--- config.mk ---
export PLATFORM = sky130hd
export DESIGN_NAME = blkcopy_engine
export DESIGN_NICKNAME = d
export VERILOG_FILES = /design/src/rtl/blkcopy_pkg.sv /design/src/rtl/blkcopy_seq.sv /design/src/rtl/blkcopy_regs.sv /design/src/rtl/blkcopy_engine.sv
export SDC_FILE = /design/constraint.sdc
export NUM_CORES = 1
export LEC_CHECK = 0
export ABC_AREA = 1
export BUFFER_PORTS_ARGS = -buffer_cell sky130_fd_sc_hd__buf_2
export CAP_MARGIN = 20
export CORE_ASPECT_RATIO = 0.8
export CORE_UTILIZATION = 50
export CTS_CLUSTER_SIZE = 16
export DETAILED_ROUTE_END_ITERATION = 6
export PLACE_DENSITY = 0.87
export SLEW_MARGIN = 20
export SYNTH_ARGS = -nofsm -noshare
export SYNTH_HDL_FRONTEND = slang
export SYNTH_SLANG_ARGS = --single-unit
--- constraint.sdc ---
create_clock -name clk -period 3.19 [get_ports clk]
set_input_delay 0.957 -clock clk [delete_from_list [all_inputs] [get_ports clk]]
set_output_delay 0.957 -clock clk [all_outputs]
set_load 0.005 [all_outputs]
--- src/rtl/blkcopy_pkg.sv ---
package blkcopy_pkg;
  typedef enum logic [1:0] {
    ST_IDLE  = 2'd0,
    ST_SETUP = 2'd1,
    ST_XFER  = 2'd2,
    ST_FIN   = 2'd3
  } bc_state_e;
endpackage

--- src/rtl/blkcopy_seq.sv ---
module blkcopy_seq
  import blkcopy_pkg::*;
#(
  parameter int SETUP_CYC = 4,
  parameter int FIN_CYC   = 4
) (
  input  logic clk,
  input  logic rst_n,
  input  logic start,
  input  logic cnt_zero,
  input  logic cnt_last,
  output logic busy,
  output logic done,
  output logic accept,
  output logic cap_en,
  output logic wr_en,
  output logic step_en,
  output logic use_dst
);
  localparam int PHASES = 4;
  localparam int TMAX_A = (SETUP_CYC > FIN_CYC) ? SETUP_CYC : FIN_CYC;
  localparam int TMAX   = (TMAX_A > PHASES) ? TMAX_A : PHASES;
  localparam int TMR_W  = $clog2(TMAX);
  localparam logic [TMR_W-1:0] SETUP_END = TMR_W'(SETUP_CYC - 1);
  localparam logic [TMR_W-1:0] FIN_END   = TMR_W'(FIN_CYC - 1);
  localparam logic [TMR_W-1:0] PH_CAP    = TMR_W'(1);
  localparam logic [TMR_W-1:0] PH_WR     = TMR_W'(2);
  localparam logic [TMR_W-1:0] PH_STEP   = TMR_W'(PHASES - 1);

  bc_state_e        state;
  logic [TMR_W-1:0] tmr;

  assign accept  = (state == ST_IDLE) && start;
  assign busy    = (state != ST_IDLE);
  assign done    = (state == ST_FIN) && (tmr == FIN_END);
  assign cap_en  = (state == ST_XFER) && (tmr == PH_CAP);
  assign wr_en   = (state == ST_XFER) && (tmr == PH_WR);
  assign step_en = (state == ST_XFER) && (tmr == PH_STEP);
  assign use_dst = (state == ST_XFER) && (tmr >= PH_WR);

  always_ff @(posedge clk or negedge rst_n) begin
    if (!rst_n) begin
      state <= ST_IDLE;
      tmr   <= '0;
    end else begin
      unique case (state)
        ST_IDLE: begin
          tmr <= '0;
          if (start) state <= ST_SETUP;
        end
        ST_SETUP: begin
          if (tmr == SETUP_END) begin
            tmr   <= '0;
            state <= cnt_zero ? ST_FIN : ST_XFER;
          end else begin
            tmr <= tmr + TMR_W'(1);
          end
        end
        ST_XFER: begin
          if (tmr == PH_STEP) begin
            tmr <= '0;
            if (cnt_last) state <= ST_FIN;
          end else begin
            tmr <= tmr + TMR_W'(1);
          end
        end
        ST_FIN: begin
          if (tmr == FIN_END) begin
            tmr   <= '0;
            state <= ST_IDLE;
          end else begin
            tmr <= tmr + TMR_W'(1);
          end
        end
        default: state <= ST_IDLE;
      endcase
    end
  end
endmodule

--- src/rtl/blkcopy_regs.sv ---
module blkcopy_regs #(
  parameter int ADDR_W = 16,
  parameter int DATA_W = 8,
  parameter int CNT_W  = 16
) (
  input  logic              clk,
  input  logic              rst_n,
  input  logic              busy,
  input  logic              accept,
  input  logic              word_mode,
  input  logic              load_en,
  input  logic [ADDR_W-1:0] load_src,
  input  logic [ADDR_W-1:0] load_dst,
  input  logic [CNT_W-1:0]  load_cnt,
  input  logic              cap_en,
  input  logic              step_en,
  input  logic              use_dst,
  input  logic [DATA_W-1:0] mem_rdata,
  output logic [ADDR_W-1:0] src_q,
  output logic [ADDR_W-1:0] dst_q,
  output logic [CNT_W-1:0]  cnt_q,
  output logic [DATA_W-1:0] data_q,
  output logic [ADDR_W-1:0] mem_addr,
  output logic              word_q,
  output logic              cnt_zero,
  output logic              cnt_last
);
  localparam int LO_W = CNT_W / 2;
  localparam int HI_W = CNT_W - LO_W;

  function automatic logic [CNT_W-1:0] eff_count(input logic [CNT_W-1:0] c, input logic wide);
    return wide ? c : {{HI_W{1'b0}}, c[LO_W-1:0]};
  endfunction

  function automatic logic [CNT_W-1:0] dec_count(input logic [CNT_W-1:0] c, input logic wide);
    return wide ? (c - CNT_W'(1)) : {c[CNT_W-1:LO_W], c[LO_W-1:0] - LO_W'(1)};
  endfunction

  function automatic logic [ADDR_W-1:0] next_addr(input logic [ADDR_W-1:0] a);
    return a + ADDR_W'(1);
  endfunction

  logic [CNT_W-1:0] cnt_eff;
  logic             load_ok;

  assign cnt_eff  = eff_count(cnt_q, word_q);
  assign cnt_zero = (cnt_eff == '0);
  assign cnt_last = (cnt_eff == CNT_W'(1));
  assign load_ok  = load_en && !busy;
  assign mem_addr = use_dst ? dst_q : src_q;

  always_ff @(posedge clk or negedge rst_n) begin
    if (!rst_n) begin
      src_q  <= '0;
      dst_q  <= '0;
      cnt_q  <= '0;
      data_q <= '0;
      word_q <= 1'b0;
    end else begin
      if (load_ok) begin
        src_q <= load_src;
        dst_q <= load_dst;
        cnt_q <= load_cnt;
      end else if (step_en) begin
        src_q <= next_addr(src_q);
        dst_q <= next_addr(dst_q);
        cnt_q <= dec_count(cnt_q, word_q);
      end
      if (accept) word_q <= word_mode;
      if (cap_en) data_q <= mem_rdata;
    end
  end
endmodule

--- src/rtl/blkcopy_engine.sv ---
module blkcopy_engine #(
  parameter int ADDR_W    = 16,
  parameter int DATA_W    = 8,
  parameter int CNT_W     = 16,
  parameter int SETUP_CYC = 4,
  parameter int FIN_CYC   = 4
) (
  input  logic              clk,
  input  logic              rst_n,
  input  logic              start,
  input  logic              word_mode,
  input  logic              load_en,
  input  logic [ADDR_W-1:0] load_src,
  input  logic [ADDR_W-1:0] load_dst,
  input  logic [CNT_W-1:0]  load_cnt,
  output logic [ADDR_W-1:0] mem_addr,
  input  logic [DATA_W-1:0] mem_rdata,
  output logic [DATA_W-1:0] mem_wdata,
  output logic              mem_we,
  output logic              busy,
  output logic              done,
  output logic [ADDR_W-1:0] src_out,
  output logic [ADDR_W-1:0] dst_out,
  output logic [CNT_W-1:0]  cnt_out
);
  logic accept, cap_en, wr_en, step_en, use_dst;
  logic cnt_zero, cnt_last, word_q;
  logic [DATA_W-1:0] data_q;

  blkcopy_seq #(
    .SETUP_CYC(SETUP_CYC),
    .FIN_CYC  (FIN_CYC)
  ) u_seq (
    .clk     (clk),
    .rst_n   (rst_n),
    .start   (start),
    .cnt_zero(cnt_zero),
    .cnt_last(cnt_last),
    .busy    (busy),
    .done    (done),
    .accept  (accept),
    .cap_en  (cap_en),
    .wr_en   (wr_en),
    .step_en (step_en),
    .use_dst (use_dst)
  );

  blkcopy_regs #(
    .ADDR_W(ADDR_W),
    .DATA_W(DATA_W),
    .CNT_W (CNT_W)
  ) u_regs (
    .clk      (clk),
    .rst_n    (rst_n),
    .busy     (busy),
    .accept   (accept),
    .word_mode(word_mode),
    .load_en  (load_en),
    .load_src (load_src),
    .load_dst (load_dst),
    .load_cnt (load_cnt),
    .cap_en   (cap_en),
    .step_en  (step_en),
    .use_dst  (use_dst),
    .mem_rdata(mem_rdata),
    .src_q    (src_out),
    .dst_q    (dst_out),
    .cnt_q    (cnt_out),
    .data_q   (data_q),
    .mem_addr (mem_addr),
    .word_q   (word_q),
    .cnt_zero (cnt_zero),
    .cnt_last (cnt_last)
  );

  assign mem_wdata = data_q;
  assign mem_we    = wr_en;
endmodule

-- Word level (Yosys, flattened, before mapping)
Cells that the tools add are included.
- mux-type cells: 18
- $lt $le $gt $ge: 1
- equal/unequal tests: 12
- add/sub/neg operators: 5
- reductions and logical operators: 16
- operator list (kind ; number):
    16-bit 2-to-1 mux ; 9
    16-bit by 1-bit adder with 16-bit output, second input constant ; 2
    16-bit by 1-bit equality test with 1-bit output, second input constant ; 1
    16-bit zero test ; 1
    16-bit by 1-bit subtractor with 16-bit output, second input constant ; 1
    2-bit 2-to-1 mux ; 6
    2-bit equality test, second input constant ; 4
    2-bit inequality test, second input constant ; 4
    2-bit one-hot mux with 4 select lines ; 1
    8-bit by 1-bit subtractor with 8-bit output, second input constant ; 1
    1-bit logical AND ; 7
    2-bit nonzero test ; 3
    5-bit AND reduction ; 1
    2-bit by 1-bit equality test with 1-bit output, second input constant ; 2
    2-bit one-hot mux with 2 select lines ; 1
    3-bit OR reduction ; 1
    2-bit by 1-bit adder with 2-bit output, second input constant ; 1
    2-bit >= comparator, second input constant ; 1
    2-bit zero test ; 1
    2-bit by 1-bit inequality test with 1-bit output, second input constant ; 1
    2-bit AND reduction ; 1
    1-bit zero test ; 1
    1-bit 2-to-1 mux ; 1
- output and inout port bits: 75
- input bits: 61
- bits in registers: 61

-- Depth between registers and ports, before layout
- word-level depth: 5
- mapped depth: 10

-- Modules after synthesis
A second synthesis with hierarchy kept.
- cell total of the unflattened synthesis: 632
- area total of the unflattened synthesis: 4316.6 sq um
- modules (own cells, without submodules) (module ; times used ; area an instance (sq um) ; sequential area each (sq um) ; cells each):
    blkcopy_regs ; 1 ; 3911.3 ; 1426.4 ; 577
    blkcopy_seq ; 1 ; 405.4 ; 100.1 ; 55

-- Worst setup path before layout
No wires, ideal clock.
- path type: register to output
- start point: register u_seq.state[0]
- end point: output mem_addr[10]
- stages on the path, launching flop included: 8
- data arrival time: 1.294 ns
- buffers on the path: 1
- required time: 2.233 ns
- path slack: 0.939 ns
- path through: dfrtp_1 -> inv_1 -> ha_1 -> nand2_1 -> nand2_1 -> buf_2 -> nor2_1 -> a21oi_1
- longest elaborated chain between the ends: 3
- ends and longest elaborated chain (what ; RTL line ; source):
    start, declared ; blkcopy_seq.sv:30 ; bc_state_e state;
    start signal, assigned ; blkcopy_seq.sv:54 ; state <= cnt_zero ? ST_FIN : ST_XFER;
    2-bit equality test ; blkcopy_seq.sv:39 ; assign use_dst = (state == ST_XFER) && (tmr >= PH_WR);
    1-bit logical AND ; blkcopy_seq.sv:39 ;
    16-bit 2-to-1 mux ; blkcopy_regs.sv:50 ; assign mem_addr = use_dst ? dst_q : src_q;
    end, declared ; blkcopy_engine.sv:16 ; output logic [ADDR_W-1:0] mem_addr,
Every way passes these cells.

-- Final worst setup path
- start point: register u_seq.state[0]
- end point: output mem_addr[12]
Same word-level chain as after synthesis.

==> metrics.md <==
| Metric | Value |
|---|---|
| Port Buffers | `135` |
| Initial Util | `52.19%` |
| Hold Violations, Final | `0` |
| Layout Cells excl Fill | `858` |
| Worst setup path start | `u_seq.state[0]$_DFFE_PN0P_` |
| Minimum clock period | `2.968 ns` |
| Maximum VDD drop | `0.4917 mV` |
| Total die area | `8743 µm²` |
| ANT nets after route | `0` |
| CP Max Fanout | `14` |
| Most Crowded Layer GR | `met2` |
| Vias in the first global route | `4421` |
| Worst reg-to-reg setup slack | `0.87 ns` |
| Gr ovfl total | `0` |
| Total power | `5.016 mW` |
| LEAKAGE | `2.676 nW` |
| Mapped Nets | `686` |
| GP Congestion | `0.9265` |
| Drt drc | `0` |
| Outcome | `completed` |
| Critical Path RT | `2.23 ns` |
| R2r worst-path depth | `8` |
| Leading cell type in the layout, fill and taps excluded | `nand2_1` |
| Maximum buffer depth of the clock tree | `2` |
| Area after DPL | `4933 µm²` |
| Share of layout cells above drive strength 1 | `24.40%` |
| Met1 Use GR | `39.21%` |
| DRT Pass-1 Iters | `5` |
| Tot GR Track Use | `29.58%` |
| Startpoint Class | `flop` |
| Die Y-Extent | `83.83 µm` |
| Part of the Yosys area used for sequential elements | `36.47%` |
| Yosys warns | `0` |
| Via count | `4764` |
| Placed Cells incl. Taps | `842` |
| Util after Layout | `64.19%` |
| Slew @ Worst Pin | `0.7636 ns` |
| Post-Syn Area | `4185 µm²` |
| Crit. End Element | `output pin` |
| Largest net degree at the start of global routing | `44` |
| Hold_ws | `0.4994 ns` |
| GRT met3 Usage | `6.323%` |
| H-tree Lvls | `3` |
| WL/cell | `14.67 µm` |
| Seq cells post-synth | `61` |
| Max_cap viols | `0` |
| CTS clk-pin slew, worst paths | `0.07 ns` |
| Final WS setup | `0.2218 ns` |
| Die X | `104.3 µm` |
| Post-Syn Area per Cell | `6.828 µm²` |
| Place WS | `0.5389 ns` |
| Root buffer cell | `clkbuf_8` |
| Critical path arrival | `2.01 ns` |
| CTS Buf Count | `9` |
| Reg-to-Reg Start | `u_seq.state[0]$_DFFE_PN0P_` |
| Type of the tightest min-delay check | `flop to flop` |
| Commonest cells after routing, fill and taps aside | `173 x nand2_1, 135 x buf_2, 75 x inv_1` |
| Slew HR | `49.09%` |
| Fin crit share | `93.05%` |
| Syn Inst Count | `613` |
| # diodes | `0` |
| Final setup viols | `0` |
| Clock sink count | `61` |
| Row count | `29` |
| Core Region | `8019 µm²` |
| Post-cts hold buffer count | `0` |
| Area grow syn2layout | `22.99%` |
| Via density | `5.552` |
| RSZ-0062 raised after global routing | `no` |
| DRT iter0 DRCs | `344` |
| Final instance area | `5147 µm²` |
| Grt met2 use | `46.96%` |
| CTS tree | `built` |
| Initial antenna violation count | `0` |
| Distinct cells, synth | `29` |
| Fmax | `336.9 MHz` |
| Num ports | `136` |
| Dpl hpwl | `9323 µm` |
| Final WL | `12590 µm` |
| Critical Path Sink | `mem_addr[12]` |
| Final #Nets | `818` |
| Post-route setup TNS | `0 ns` |
| Worst Skew | `0.01203 ns` |
| Fin. max-slew vios | `0` |
| Critical path class | `flop to output pin` |
| Power Dens Cells | `974.4 nW/µm²` |
| First-pass GRT wire length | `20820 µm` |
| Reg2Reg Capture Point | `u_regs.cnt_q[14]$_DFFE_PN0P_` |
| Clock latency on the worst-skew pair | `0.34 ns` |
-- Yosys cell counts (all sizes together) --
master / instances / area share (%)
a211oi: 3 / 0.54
a21oi: 15 / 1.8
a311oi: 1 / 0.21
a31oi: 9 / 1.3
and2: 2 / 0.30
buf: 19 / 3.0
clkbuf: 3 / 0.27
dfrtp: 61 / 36
ha: 12 / 3.6
inv: 77 / 6.9
mux2: 9 / 2.4
nand2: 177 / 16
nand3: 55 / 6.6
nand4: 9 / 1.3
nor2: 66 / 6.8
nor3: 13 / 1.6
nor4: 2 / 0.30
o211ai: 4 / 0.72
o21ai: 58 / 6.9
o21bai: 3 / 0.54
o22ai: 12 / 1.8
xor2: 3 / 0.63
-- cell type report --
class / count / area (µm²)
Sequential cell: 61 / 1526
Inverter: 77 / 289.0
Clock inverter: 3 / 42.54
Tap cell: 108 / 135.1
Fill cell: 746 / 2872
Clock buffer: 13 / 168.9
Multi-Input combinational cell: 453 / 2237
Timing Repair Buffer: 143 / 748.2
-- power breakdown --
group	internal [mW]	leakage, nW	total (mW)	switching, mW
registers	1.15	0.708	1.68	0.529
clock network	0.424	0.106	0.741	0.317
logic	1.04	1.86	2.60	1.56
total	2.61	2.68	5.02	2.40
-- how the worst min path moves through the flow --
stage | startpoint | end | slack [ns] | cells past startpoint
global placement | u_regs.data_q[4]$_DFFE_PN0P_ | u_regs.data_q[4]$_DFFE_PN0P_ | 0.48 | 1
global route | u_seq.tmr[0]$_DFF_PN0_ | u_seq.tmr[0]$_DFF_PN0_ | 0.52 | 1
CTS | u_regs.data_q[4]$_DFFE_PN0P_ | u_regs.data_q[4]$_DFFE_PN0P_ | 0.50 | 1
floorplan | u_seq.tmr[0]$_DFF_PN0_ | u_seq.tmr[0]$_DFF_PN0_ | 0.47 | 1
detailed placement | u_regs.data_q[4]$_DFFE_PN0P_ | u_regs.data_q[4]$_DFFE_PN0P_ | 0.49 | 1
finish | u_regs.data_q[4]$_DFFE_PN0P_ | u_regs.data_q[4]$_DFFE_PN0P_ | 0.50 | 1
-- critical path, stage by stage (launching register included) --
cell and delay [ns]:
dfrtp_1 0.42, inv_1 0.13, ha_1 0.30, nand2_1 0.12, nand2_2 0.17, buf_4 0.21, nand2_1 0.06, o21ai_0 0.10
buf_2 0.15
-- layer usage --
layer / vias to the layer above / wire (µm)
met2: 268 / 5868
met4: 0 / 214
met1: 2203 / 5343
met5: - / 0
li1: 2267 / -
met3: 26 / 1159
-- sequential cells by signal, indices dropped and copies added, names as in the netlist --
signal         cells
u_regs.src_q      16
u_seq.tmr          2
u_regs.word_q      1
u_regs.dst_q      16
u_regs.data_q      8
u_seq.state        2
u_regs.cnt_q      16
-- cells by family (layout without fill, tap and decap cells) --
| group | after synthesis | count (layout) | synth area share, % |
|---|---|---|---|
| flops | 61 | 61 | 36.47 |
| mux | 9 | 9 | 2.422 |
| buf+inv | 99 | 236 | 10.13 |
| simple gates | 324 | 324 | 32.88 |
| compound gates | 105 | 105 | 13.87 |
| xor+xnor | 3 | 3 | 0.6279 |
| fa+ha+maj | 12 | 12 | 3.587 |
-- timing repair --
action                     4_1_cts  5_1_grt
gates resized for setup          0        1
setup endpoints to repair        0        2
setup buffers                    0        0
Note: power is estimated with default switching activity, not from simulation.
